### config.mk
export PLATFORM = sky130hd
export DESIGN_NAME = tx_tag_array
export DESIGN_NICKNAME = d
export VERILOG_FILES = /design/src/rtl/tx_tag_pkg.sv /design/src/rtl/tx_tag_cell.sv /design/src/rtl/tx_tag_ctrl.sv /design/src/rtl/tx_tag_victim.sv /design/src/rtl/tx_tag_array.sv
export SDC_FILE = /design/constraint.sdc
export NUM_CORES = 1
export LEC_CHECK = 0
export BUFFER_PORTS_ARGS = -buffer_cell sky130_fd_sc_hd__buf_4
export CELL_PAD_IN_SITES_DETAIL_PLACEMENT = 0
export CELL_PAD_IN_SITES_GLOBAL_PLACEMENT = 1
export CORE_MARGIN = 8
export CORE_UTILIZATION = 50
export DETAILED_ROUTE_END_ITERATION = 12
export PLACE_DENSITY_LB_ADDON = 0.1
export SLEW_MARGIN = 5
export SYNTH_ARGS = -nofsm -noshare
export SYNTH_HDL_FRONTEND = slang
export SYNTH_SLANG_ARGS = --single-unit
### constraint.sdc
create_clock -name clk_i -period 3.6 [get_ports clk_i]
set_input_delay 0.36 -clock clk_i [delete_from_list [all_inputs] [get_ports clk_i]]
set_output_delay 0.36 -clock clk_i [all_outputs]
set_load 0.05 [all_outputs]
### src/rtl/tx_tag_pkg.sv
package tx_tag_pkg;

  typedef struct packed {
    logic       t;    // transactional
    logic       a;    // abort-on-invalidate
    logic [1:0] coh;  // I=00 S=01 E=10 M=11
    logic       oc;   // outcome (commit=1 / abort=0)
    logic       dk;   // dirty-origin: was TMM (1) or TMI (0)
  } line_code_t;

  localparam int CODE_W = $bits(line_code_t);

  typedef enum logic [3:0] {
    LS_I, LS_S, LS_E, LS_M, LS_TII, LS_TSS, LS_TEE, LS_TMI, LS_TMM,
    LS_AS, LS_AE, LS_AM
  } lstate_e;

  typedef enum logic [2:0] {
    OP_NONE, OP_READ, OP_WRITE, OP_COMMIT, OP_ABORT, OP_EVICT
  } op_e;

  function automatic line_code_t encode_state(input logic [3:0] s);
    line_code_t c;
    c = '0;
    case (s)
      4'd1:  c.coh = 2'b01;
      4'd2:  c.coh = 2'b10;
      4'd3:  begin c.coh = 2'b11; c.oc = 1'b1; c.dk = 1'b1; end
      4'd4:  c.t = 1'b1;
      4'd5:  begin c.t = 1'b1; c.coh = 2'b01; end
      4'd6:  begin c.t = 1'b1; c.coh = 2'b10; end
      4'd7:  begin c.t = 1'b1; c.coh = 2'b11; end
      4'd8:  begin c.t = 1'b1; c.coh = 2'b11; c.dk = 1'b1; end
      4'd9:  begin c.a = 1'b1; c.coh = 2'b01; end
      4'd10: begin c.a = 1'b1; c.coh = 2'b10; end
      4'd11: begin c.a = 1'b1; c.coh = 2'b11; c.dk = 1'b1; end
      default: c = '0;
    endcase
    return c;
  endfunction

  function automatic lstate_e decode_code(input line_code_t c);
    lstate_e s;
    if (c.t) begin
      case (c.coh)
        2'b00:   s = LS_TII;
        2'b01:   s = LS_TSS;
        2'b10:   s = LS_TEE;
        default: s = c.dk ? LS_TMM : LS_TMI;
      endcase
    end else if (c.a) begin
      case (c.coh)
        2'b00:   s = LS_I;
        2'b01:   s = LS_AS;
        2'b10:   s = LS_AE;
        default: s = LS_AM;
      endcase
    end else begin
      case (c.coh)
        2'b00:   s = LS_I;
        2'b01:   s = LS_S;
        2'b10:   s = LS_E;
        default: s = (c.oc | c.dk) ? LS_M : LS_I;
      endcase
    end
    return s;
  endfunction

endpackage

### src/rtl/tx_tag_cell.sv
module tx_tag_cell
  import tx_tag_pkg::*;
(
  input  logic       clk_i,
  input  logic       rst_ni,
  input  logic       wr_en_i,
  input  line_code_t wr_code_i,
  input  logic       bcast_en_i,
  input  logic       bcast_val_i,
  input  logic       flash_en_i,
  output line_code_t code_o,
  output logic       inv_o,
  output logic       keep_o
);
  line_code_t code_q;
  lstate_e    dec;

  always_ff @(posedge clk_i or negedge rst_ni) begin
    if (!rst_ni) begin
      code_q <= '0;
    end else if (wr_en_i) begin
      code_q <= wr_code_i;
    end else begin
      if (bcast_en_i && code_q.t) code_q.oc <= bcast_val_i;
      if (flash_en_i) begin
        code_q.t <= 1'b0;
        code_q.a <= 1'b0;
      end
    end
  end

  assign dec    = decode_code(code_q);
  assign code_o = code_q;
  assign inv_o  = (dec == LS_I);
  assign keep_o = (dec == LS_TMI) | code_q.a;
endmodule

### src/rtl/tx_tag_ctrl.sv
module tx_tag_ctrl
  import tx_tag_pkg::*;
(
  input  logic clk_i,
  input  logic rst_ni,
  input  logic req_valid_i,
  input  op_e  op_i,
  input  logic sel_keep_i,
  output logic acc_o,
  output logic bcast_en_o,
  output logic bcast_val_o,
  output logic flash_en_o,
  output logic busy_o,
  output logic xabort_o
);
  logic flash_q, xabort_q;
  logic start_commit, start_abort, evict_doom;

  assign acc_o        = req_valid_i & ~flash_q;
  assign evict_doom   = acc_o & (op_i == OP_EVICT) & sel_keep_i;
  assign start_commit = acc_o & (op_i == OP_COMMIT);
  assign start_abort  = (acc_o & (op_i == OP_ABORT)) | evict_doom;

  assign bcast_en_o  = start_commit | start_abort;
  assign bcast_val_o = start_commit;

  always_ff @(posedge clk_i or negedge rst_ni) begin
    if (!rst_ni) begin
      flash_q  <= 1'b0;
      xabort_q <= 1'b0;
    end else begin
      flash_q  <= bcast_en_o;
      xabort_q <= evict_doom;
    end
  end

  assign flash_en_o = flash_q;
  assign busy_o     = flash_q;
  assign xabort_o   = xabort_q;
endmodule

### src/rtl/tx_tag_victim.sv
module tx_tag_victim #(
  parameter int N     = 8,
  parameter int IDX_W = 3
) (
  input  logic [N-1:0]     inv_i,
  input  logic [N-1:0]     keep_i,
  output logic [IDX_W-1:0] idx_o,
  output logic             forced_o
);
  logic [IDX_W-1:0] first_inv, first_free;
  logic             any_inv, any_free;

  always_comb begin
    first_inv  = '0;
    first_free = '0;
    any_inv    = 1'b0;
    any_free   = 1'b0;
    for (int i = N - 1; i >= 0; i--) begin
      if (inv_i[i]) begin
        first_inv = IDX_W'(i);
        any_inv   = 1'b1;
      end
      if (!keep_i[i]) begin
        first_free = IDX_W'(i);
        any_free   = 1'b1;
      end
    end
  end

  assign idx_o    = any_inv ? first_inv : (any_free ? first_free : '0);
  assign forced_o = ~any_inv & ~any_free;
endmodule

### src/rtl/tx_tag_array.sv
module tx_tag_array
  import tx_tag_pkg::*;
#(
  parameter  int N     = 8,
  localparam int IDX_W = (N > 1) ? $clog2(N) : 1
) (
  input  logic             clk_i,
  input  logic             rst_ni,
  input  logic             req_valid_i,
  input  logic [2:0]       req_op_i,
  input  logic [IDX_W-1:0] req_idx_i,
  input  logic [3:0]       req_state_i,
  output logic             busy_o,
  output logic             rd_valid_o,
  output logic [3:0]       rd_state_o,
  output logic [5:0]       rd_code_o,
  output logic [N-1:0]     keep_o,
  output logic [IDX_W-1:0] victim_idx_o,
  output logic             victim_forced_o,
  output logic             xabort_o
);
  op_e        op;
  logic       acc, bcast_en, bcast_val, flash_en;
  logic       sel_keep;
  line_code_t wr_code, sel_code, rd_code_q;
  logic       rd_valid_q;
  line_code_t codes [N];
  logic [N-1:0] inv_v, keep_v, sel_v;

  assign op      = op_e'(req_op_i);
  assign wr_code = (op == OP_EVICT) ? '0 : encode_state(req_state_i);

  tx_tag_ctrl u_ctrl (
    .clk_i       (clk_i),
    .rst_ni      (rst_ni),
    .req_valid_i (req_valid_i),
    .op_i        (op),
    .sel_keep_i  (sel_keep),
    .acc_o       (acc),
    .bcast_en_o  (bcast_en),
    .bcast_val_o (bcast_val),
    .flash_en_o  (flash_en),
    .busy_o      (busy_o),
    .xabort_o    (xabort_o)
  );

  for (genvar g = 0; g < N; g++) begin : g_line
    assign sel_v[g] = (req_idx_i == IDX_W'(g));
    tx_tag_cell u_cell (
      .clk_i       (clk_i),
      .rst_ni      (rst_ni),
      .wr_en_i     (acc & sel_v[g] & ((op == OP_WRITE) | (op == OP_EVICT))),
      .wr_code_i   (wr_code),
      .bcast_en_i  (bcast_en),
      .bcast_val_i (bcast_val),
      .flash_en_i  (flash_en),
      .code_o      (codes[g]),
      .inv_o       (inv_v[g]),
      .keep_o      (keep_v[g])
    );
  end

  always_comb begin
    sel_code = '0;
    sel_keep = 1'b0;
    for (int i = 0; i < N; i++) begin
      if (sel_v[i]) begin
        sel_code = codes[i];
        sel_keep = keep_v[i];
      end
    end
  end

  always_ff @(posedge clk_i or negedge rst_ni) begin
    if (!rst_ni) begin
      rd_valid_q <= 1'b0;
      rd_code_q  <= '0;
    end else begin
      rd_valid_q <= acc & (op == OP_READ);
      if (acc && op == OP_READ) rd_code_q <= sel_code;
    end
  end

  tx_tag_victim #(.N(N), .IDX_W(IDX_W)) u_victim (
    .inv_i    (inv_v),
    .keep_i   (keep_v),
    .idx_o    (victim_idx_o),
    .forced_o (victim_forced_o)
  );

  assign rd_valid_o = rd_valid_q;
  assign rd_code_o  = rd_code_q;
  assign rd_state_o = decode_code(rd_code_q);
  assign keep_o     = keep_v;
endmodule

==> results of run 1 <==
-- power by group through the flow --
| stage | clock, mW | sequential [mW] | combinational, mW |
|---|---|---|---|
| global placement | 0 | 0.812 | 0.570 |
| global route | 0.629 | 0.817 | 0.621 |
| floorplan | 0 | 0.846 | 0.353 |
| detailed placement | 0 | 0.814 | 0.571 |
| CTS | 0.595 | 0.802 | 0.574 |
| finish | 0.584 | 0.804 | 0.573 |
-- cell type report --
class / count / area [µm²]
clock buffers: 11 / 141
clock inverters: 3 / 42.5
fillers: 639 / 3030
inverters: 13 / 48.8
multi-input cells: 259 / 1980
flip-flops and latches: 57 / 1430
well taps: 99 / 124
repair buffers: 40 / 300
-- metrics by stage --
step | instance area (µm²) | power [mW] | cells | utilization
6_report | 4070 | 1.96 | 482 | 0.573
5_1_grt | 4070 | 2.07 | 482 | 0.573
4_1_cts | 4070 | 1.97 | 482 | 0.573
3_5_place_dp | 3880 | 1.39 | 468 | 0.547
3_3_place_gp | 3880 | 1.38 | 468 | 0.547
2_1_floorplan | 3580 | 1.20 | 352 | -
-- worst max-delay path by stage --
stage,from,endpoint,slack [ns],cells after the start
finish,g_line[1].u_cell.code_o[5]$_DFFE_PN0P_,victim_idx_o[1],0.66,6
global route,g_line[4].u_cell.code_o[5]$_DFFE_PN0P_,victim_idx_o[1],0.54,7
CTS,g_line[1].u_cell.code_o[5]$_DFFE_PN0P_,victim_idx_o[1],0.69,6
detailed placement,g_line[4].u_cell.code_o[5]$_DFFE_PN0P_,victim_idx_o[1],1.06,7
global placement,g_line[4].u_cell.code_o[5]$_DFFE_PN0P_,victim_idx_o[1],1.04,7
floorplan,g_line[0].u_cell.code_o[0]$_DFFE_PN0P_,victim_forced_o,0.91,5
-- per-layer routing --
layer | vias up | global-route usage | share of wire | routed length (µm)
met5 | - | 0 | 0 | 0
met4 | 0 | 0.0837 | 0.018 | 179
met3 | 13 | 0.0594 | 0.099 | 1000
met2 | 120 | 0.306 | 0.43 | 4370
met1 | 1475 | 0.295 | 0.45 | 4540
li1 | 1387 | - | - | -
-- kinds of logic after synthesis --
family                 after synthesis
multiplexers                        38
buffers and inverters               36
AND/OR/NAND/NOR                    120
flip-flops                          57
AO/OA/AOI/OAI                      101
-- sequential cells by signal, summed over array words and instances (netlist names) --
register	flops
u_ctrl.busy_o	1
rd_code_o	6
u_ctrl.xabort_o	1
rd_valid_o	1
g_line.u_cell.code_o	48
-- cell usage in the layout (no fill, tap or decap), drive strengths merged, types with 3 or more instances in the layout --
cell type and instances:
nand3b 10, inv 13, mux4 12, nor4 11
a31oi 7, nand3 5, nor2b 6, o21ai 35
a41oi 3, o22ai 5, a21oi 20, nand2b 12
buf 40, mux2i 11, nor3 10, nor3b 4
and3b 3, mux2 15, o2111ai 4, a22oi 4
clkbuf 11, nand2 21, a21boi 3, and4b 4
o21a 9, dfrtp 57, nor2 21
==> impl_metrics.ini, run 1 <==
[status]
status = completed

[logic_synthesis]
synthSimpleGateAreaFrac = 0.210
synth_nets = 365
muxShareOfSynthArea = 0.156
avgSynthCellArea_um2 = 10.2
synth.most_common_cell = dfrtp_1
synth_cell_types = 62
synth_area_leaders = dfrtp_1, mux4_2, mux2i_1
synth_top_family_by_area = simple AND/OR/NAND/NOR gates
netlist_area_mm2 = 0.00358
synth_top_area_share = 0.399
synthTopCellsByCount = dfrtp_1, o21ai_0, nand2_1
synth_top_area_cell = dfrtp_1
ys_seq_area_frac = 0.399
synth_top_flop_cell = dfrtp_1
synth_compound_area_frac = 0.187
synth_fa_ha_area_frac = 0
synth_edf_count = 0
synth-async-reset-ratio = 1.00
synth_xor_area_frac = 0
synth_warnings = 0
netlist_instances = 352
synth-seq-cells = 57

[timing]
fmax_mhz = 340
relSlewSlack = 0.317
fin_tns_setup_ns = 0
hold_slack_ns = 0.0824
fin_ws_ns = 0.657
setup_viol = 0
slew_violations = 0
timing_hold_violations_final = 0
clock_skew_ns = 0.00745
finalCriticalPeriod_ns = 2.94
rsz0062_at_grt = false
worstMarginPinSlew_ns = 1.02
finalCritPeriodShare = 0.817

[placement]
dp_slack_ns = 1.06
routabilityCongestion = 0.903
hpwl_um = 7300
numPortBuffers = 37

[pwr]
clkPwrFrac = 0.298
pwr-share-seq = 0.410
p_switching_mw = 0.711
p_int_mw = 1.25
ir_drop_v = 0.000188
p_leak_nw = 1.78
p_comb_frac = 0.292
swShare = 0.362
power.density_mw_per_mm2 = 482

[detailed_routing]
ant_nets = 0
wire_per_inst_um = 20.9
dr.first_iter.drc_count = 250
routed_wl_um = 10100
vias_per_cell = 6.21
drc = 0
first_pass_iters = 4
via_count = 2995

[global_routing]
grt_pass1_wl_um = 16200
grt_pass1_vias = 2771
antenna_found_initial = 0
grt_start_max_net_pins = 58
grt_overflow = 0
grtUsageTotal = 0.213

[setup_path]
startpoint_type = register
crit_fanout = 7
arrival_ns = 2.58
crit_type = register to output pin
cpLargestDelayFamily = compound AO/OA/AOI/OAI gates
r2r_setup_slack_ns = 1.37
r2r-end = g_line[1].u_cell.code_o[2]$_DFFE_PN0P_
critPathCaptureType = output pin
r2r_start = u_ctrl.busy_o$_DFF_PN0_
path_cells = a41oi_1, nor4_1, and3_1, or4_4, o32ai_2, buf_4
required_ns = 3.24
r2r_cells = 4
crit_buf_inv = 1
crit_path_top_delay_cell = a41oi_1
cpPeakStageDelay_ns = 0.52

[clocking]
cts.clk_slew.worst_paths_ns = 0.06
cts.sinks = 57
cts_hold_buf = 0
cts_tree = built
cts_root_buf = clkbuf_8
clk_path_buf_depth = 2
cts_buffers = 9
h-tree-depth = 3
clk_latency_ns = 0.34
ctsResizeCount = 0
postCtsSetupBuffers = 0

[final_layout]
n_antenna_cell = 0
nNetsFinal = 393
drive_gt1_frac = 0.238
synthToLayoutAreaGrowth_pct = 13.7

[floorplan]
num_rows = 31
die_h_um = 101
ios = 38
initial_core_util = 0.504
die_area_mm2 = 0.0101
die_w_um = 101
coreArea_mm2 = 0.00710

[job]
maxCapViolCount = 0

[hold_path]
hold_path_class = input pin to async pin
No activity file was read; power rests on OpenSTA's default activity.
==> run 2: changes to the inputs <==
CORE_UTILIZATION = 46   (was 50)
clock period = 3.06 ns   (was 3.6 ns; I/O delays follow)
==> impl_metrics.ini, run 2 (same netlist as run 1, synthesis figures left out) <==
[clocking]
cts_tree = built
ctsResizeCount = 0
clk_latency_ns = 0.34
cts_root_buf = clkbuf_8
cts_buffers = 9
postCtsSetupBuffers = 0
cts_hold_buf = 0
h-tree-depth = 3
cts.clk_slew.worst_paths_ns = 0.06
cts.sinks = 57
clk_path_buf_depth = 2

[detailed_routing]
ant_nets = 0
dr.first_iter.drc_count = 192
wire_per_inst_um = 20.7
vias_per_cell = 6.01
routed_wl_um = 10200
drc = 0
via_count = 2965
first_pass_iters = 4

[global_routing]
grtUsageTotal = 0.195
grt_overflow = 0
grt_pass1_vias = 2971
antenna_found_initial = 0
grt_pass1_wl_um = 16700
grt_start_max_net_pins = 58

[final_layout]
num-fill-cells = 701
multi_input_area_mm2 = 0.00199
final_area_mm2 = 0.00413
synthToLayoutAreaGrowth_pct = 15.6
largest_reg_flops = 48
drive_gt1_frac = 0.256
n_antenna_cell = 0
mostFrequentLayoutCell = dfrtp_1
nNetsFinal = 399
mostFrequentLayoutCells = dfrtp_1, buf_4, o21ai_0
finalNonFillerCells = 493
register_area_mm2 = 0.00143

[floorplan]
coreArea_mm2 = 0.00765
num_rows = 32
ios = 38
initial_core_util = 0.468
die_w_um = 104
die_area_mm2 = 0.0109
die_h_um = 104

[pwr]
power.density_mw_per_mm2 = 565
p_leak_nw = 1.81
ir_drop_v = 0.000290
total_power_mw = 2.33

[setup_path]
crit_type = register to output pin
startpoint_type = register
crit_fanout = 5
required_ns = 2.75
critPathCaptureType = output pin
arrival_ns = 2.59

[job]
maxCapViolCount = 0

[timing]
timing_hold_violations_final = 0
clock_skew_ns = 0.00695
finalCritPeriodShare = 0.945
finalCriticalPeriod_ns = 2.89
fin_tns_setup_ns = 0
setup_viol = 0
worstMarginPinSlew_ns = 0.802
slew_violations = 0
fmax_mhz = 346
rsz0062_at_grt = false
relSlewSlack = 0.460

[status]
status = completed

[placement]
hpwl_um = 7450
routabilityCongestion = 0.858
dpl.cell_count = 477
numPortBuffers = 37
post_dp_cell_area_mm2 = 0.00394

[hold_path]
hold_path_class = input pin to async pin
[run 2: metrics by stage]
stage | setup WS (ns) | hold WS [ns] | utilization
2_1_floorplan | 0.419 | 0.0104 | -
3_3_place_gp | 0.535 | 0.419 | 0.515
3_5_place_dp | 0.527 | 0.426 | 0.515
4_1_cts | 0.157 | 0.0622 | 0.540
5_1_grt | 0.0473 | 0.0819 | 0.540
6_report | 0.167 | 0.0207 | 0.540
[run 2: final timing paths]
check / endpoint / slack [ns] / start / depth (start not counted)
min in group clk_i: rd_valid_o$_DFF_PN0_ / 0.36 / req_op_i[1] / 3
worst min-delay path: rd_valid_o$_DFF_PN0_ / 0.02 / rst_ni / 1
worst min register to register: g_line[4].u_cell.code_o[2]$_DFFE_PN0P_ / 0.55 / g_line[4].u_cell.code_o[2]$_DFFE_PN0P_ / 2
worst max-delay path: victim_idx_o[1] / 0.17 / g_line[5].u_cell.code_o[3]$_DFFE_PN0P_ / 6
worst max register to register: g_line[0].u_cell.code_o[1]$_DFFE_PN0P_ / 1.09 / g_line[5].u_cell.code_o[3]$_DFFE_PN0P_ / 5
max in group asynchronous: g_line[5].u_cell.code_o[2]$_DFFE_PN0P_ / 2.53 / rst_ni / 1
[run 2: layout make-up]
class | instances | share of cell area
Clock inverter | 5 | 0.0133
Timing Repair Buffer | 46 | 0.0836
Sequential cell | 57 | 0.345
Multi-Input combinational cell | 259 | 0.481
Tap cell | 102 | 0.0309
Inverter | 13 | 0.0118
Clock buffer | 11 | 0.0342
[run 2: per-layer routing]
| metal | track usage | share of wire |
|---|---|---|
| met1 | 0.272 | 0.46 |
| met2 | 0.269 | 0.42 |
| met3 | 0.0589 | 0.081 |
| met4 | 0.0858 | 0.032 |
| met5 | 0 | 0 |
[run 2: power breakdown]
| group | switching (mW) | total [mW] | leakage, nW | internal, mW |
|---|---|---|---|---|
| Clock | 0.311 | 0.706 | 0.0953 | 0.395 |
| Combinational | 0.428 | 0.679 | 0.995 | 0.252 |
| Sequential | 0.113 | 0.948 | 0.720 | 0.835 |
| Total | 0.852 | 2.33 | 1.81 | 1.48 |
[run 2: worst max-delay path, cell delays in order (launching register included)]
cell,delay [ns]
dfrtp_1,0.43
a41oi_1,0.57
nor2_1,0.12
and3_1,0.21
or4_4,0.42
o32ai_2,0.27
buf_4,0.24
==> run 3: changes to the inputs <==
MAX_ROUTING_LAYER = met4   (was default)
==> impl_metrics.ini, run 3 (same netlist as run 1, synthesis figures left out) <==
[status]
status = completed

[timing]
finalCriticalPeriod_ns = 2.91
slew_violations = 0
setup_viol = 0
fmax_mhz = 344
relSlewSlack = 0.471
fin_tns_setup_ns = 0
rsz0062_at_grt = false
timing_hold_violations_final = 0
hold_slack_ns = 0.0230
finalCritPeriodShare = 0.951
clock_skew_ns = 0.00719
worstMarginPinSlew_ns = 0.786

[floorplan]
die_area_mm2 = 0.0109
die_w_um = 104
initial_core_util = 0.468
num_rows = 32
die_h_um = 104
ios = 38
coreArea_mm2 = 0.00765

[global_routing]
grt_overflow = 0
grt_pass1_vias = 2966
antenna_found_initial = 0
grtUsageTotal = 0.201
grt_pass1_wl_um = 16700
grt_start_max_net_pins = 58

[clocking]
h-tree-depth = 3
cts.clk_slew.worst_paths_ns = 0.06
postCtsSetupBuffers = 0
clk_latency_ns = 0.34
cts_tree = built
cts_hold_buf = 0
ctsResizeCount = 0
cts_buffers = 9
clk_path_buf_depth = 2
cts_root_buf = clkbuf_8
cts.sinks = 57

[setup_path]
required_ns = 2.75
cpLargestDelayFamily = compound AO/OA/AOI/OAI gates
crit_type = register to output pin
crit_path_top_delay_cell = a41oi_1
r2r_setup_slack_ns = 1.08
path_cells = a41oi_1, nor2_1, and3_1, or4_4, o32ai_2, buf_4
crit_buf_inv = 1
r2r_cells = 5
crit_fanout = 5
r2r-end = g_line[0].u_cell.code_o[1]$_DFFE_PN0P_
critPathCaptureType = output pin
cpPeakStageDelay_ns = 0.57
arrival_ns = 2.60
r2r_start = g_line[5].u_cell.code_o[3]$_DFFE_PN0P_
path_depth = 6
startpoint_type = register

[detailed_routing]
route.met2.wl_um = 4360
highest_layer = met4
wire_per_inst_um = 20.5
vias_per_cell = 5.95
ant_nets = 0
met3WireLength_um = 980
dr.first_iter.drc_count = 254
via_count = 2934
drc = 0
first_pass_iters = 4
wl_met1_um = 4480
routed_wl_um = 10100

[placement]
numPortBuffers = 37
hpwl_um = 7450
routabilityCongestion = 0.872

[job]
maxCapViolCount = 0

[pwr]
p_switching_mw = 0.846
ir_drop_v = 0.000290
swShare = 0.363
total_power_mw = 2.33
power.density_mw_per_mm2 = 563
p_comb_frac = 0.291
p_leak_nw = 1.81
clkPwrFrac = 0.302
p_int_mw = 1.48
pwr-share-seq = 0.407

[final_layout]
num-fill-cells = 701
drive_gt1_frac = 0.256
synthToLayoutAreaGrowth_pct = 15.6
mostFrequentLayoutCell = dfrtp_1
register_area_mm2 = 0.00143
n_antenna_cell = 0
nNetsFinal = 399
mostFrequentLayoutCells = dfrtp_1, buf_4, o21ai_0
largest_reg_flops = 48
multi_input_area_mm2 = 0.00199

[hold_path]
hold_path_class = input pin to async pin
## run 3: stage by stage
stage | util | setup WS, ns | instances | cell area [µm²]
after detailed placement | 0.515 | 0.527 | 477 | 3940
after CTS | 0.540 | 0.157 | 493 | 4130
final | 0.540 | 0.151 | 493 | 4130
after floorplan | - | 0.419 | 352 | 3580
after global routing | 0.540 | 0.0401 | 493 | 4130
after global placement | 0.515 | 0.535 | 477 | 3940
## run 3: final cells by class
class                   count  share of cell area
inverters                  13              0.0118
clock buffers              11              0.0342
multi-input cells         259               0.481
well taps                 102              0.0309
clock inverters             5              0.0133
repair buffers             46              0.0836
flip-flops and latches     57               0.345
## run 3: power by group through the flow
stage / sequential, mW / combinational (mW) / clock (mW)
5_1_grt: 0.960 / 0.732 / 0.765
4_1_cts: 0.945 / 0.683 / 0.719
3_3_place_gp: 0.955 / 0.678 / 0
3_5_place_dp: 0.959 / 0.682 / 0
6_report: 0.947 / 0.678 / 0.702
2_1_floorplan: 0.995 / 0.416 / 0
## run 3: how the worst max path moves through the flow
stage / to / from
after floorplan: victim_forced_o / g_line[0].u_cell.code_o[0]$_DFFE_PN0P_
after global placement: victim_idx_o[1] / g_line[5].u_cell.code_o[2]$_DFFE_PN0P_
after detailed placement: victim_idx_o[1] / g_line[5].u_cell.code_o[3]$_DFFE_PN0P_
after CTS: victim_idx_o[1] / g_line[5].u_cell.code_o[3]$_DFFE_PN0P_
after global routing: victim_idx_o[1] / g_line[5].u_cell.code_o[3]$_DFFE_PN0P_
final: victim_idx_o[1] / g_line[5].u_cell.code_o[3]$_DFFE_PN0P_
## run 3: metal layers
layer / vias up / track usage
met3: 19 / 0.0582
met4: 0 / 0.0858
met1: 1386 / 0.274
met2: 134 / 0.268
met5: - / -
li1: 1395 / -
## run 3: worst register-to-register path: stages (launching register included)
cell and delay, ns:
dfrtp_1 0.43, a41oi_1 0.57, a21oi_1 0.18, a22o_1 0.24, a21o_2 0.30, o21ai_1 0.18
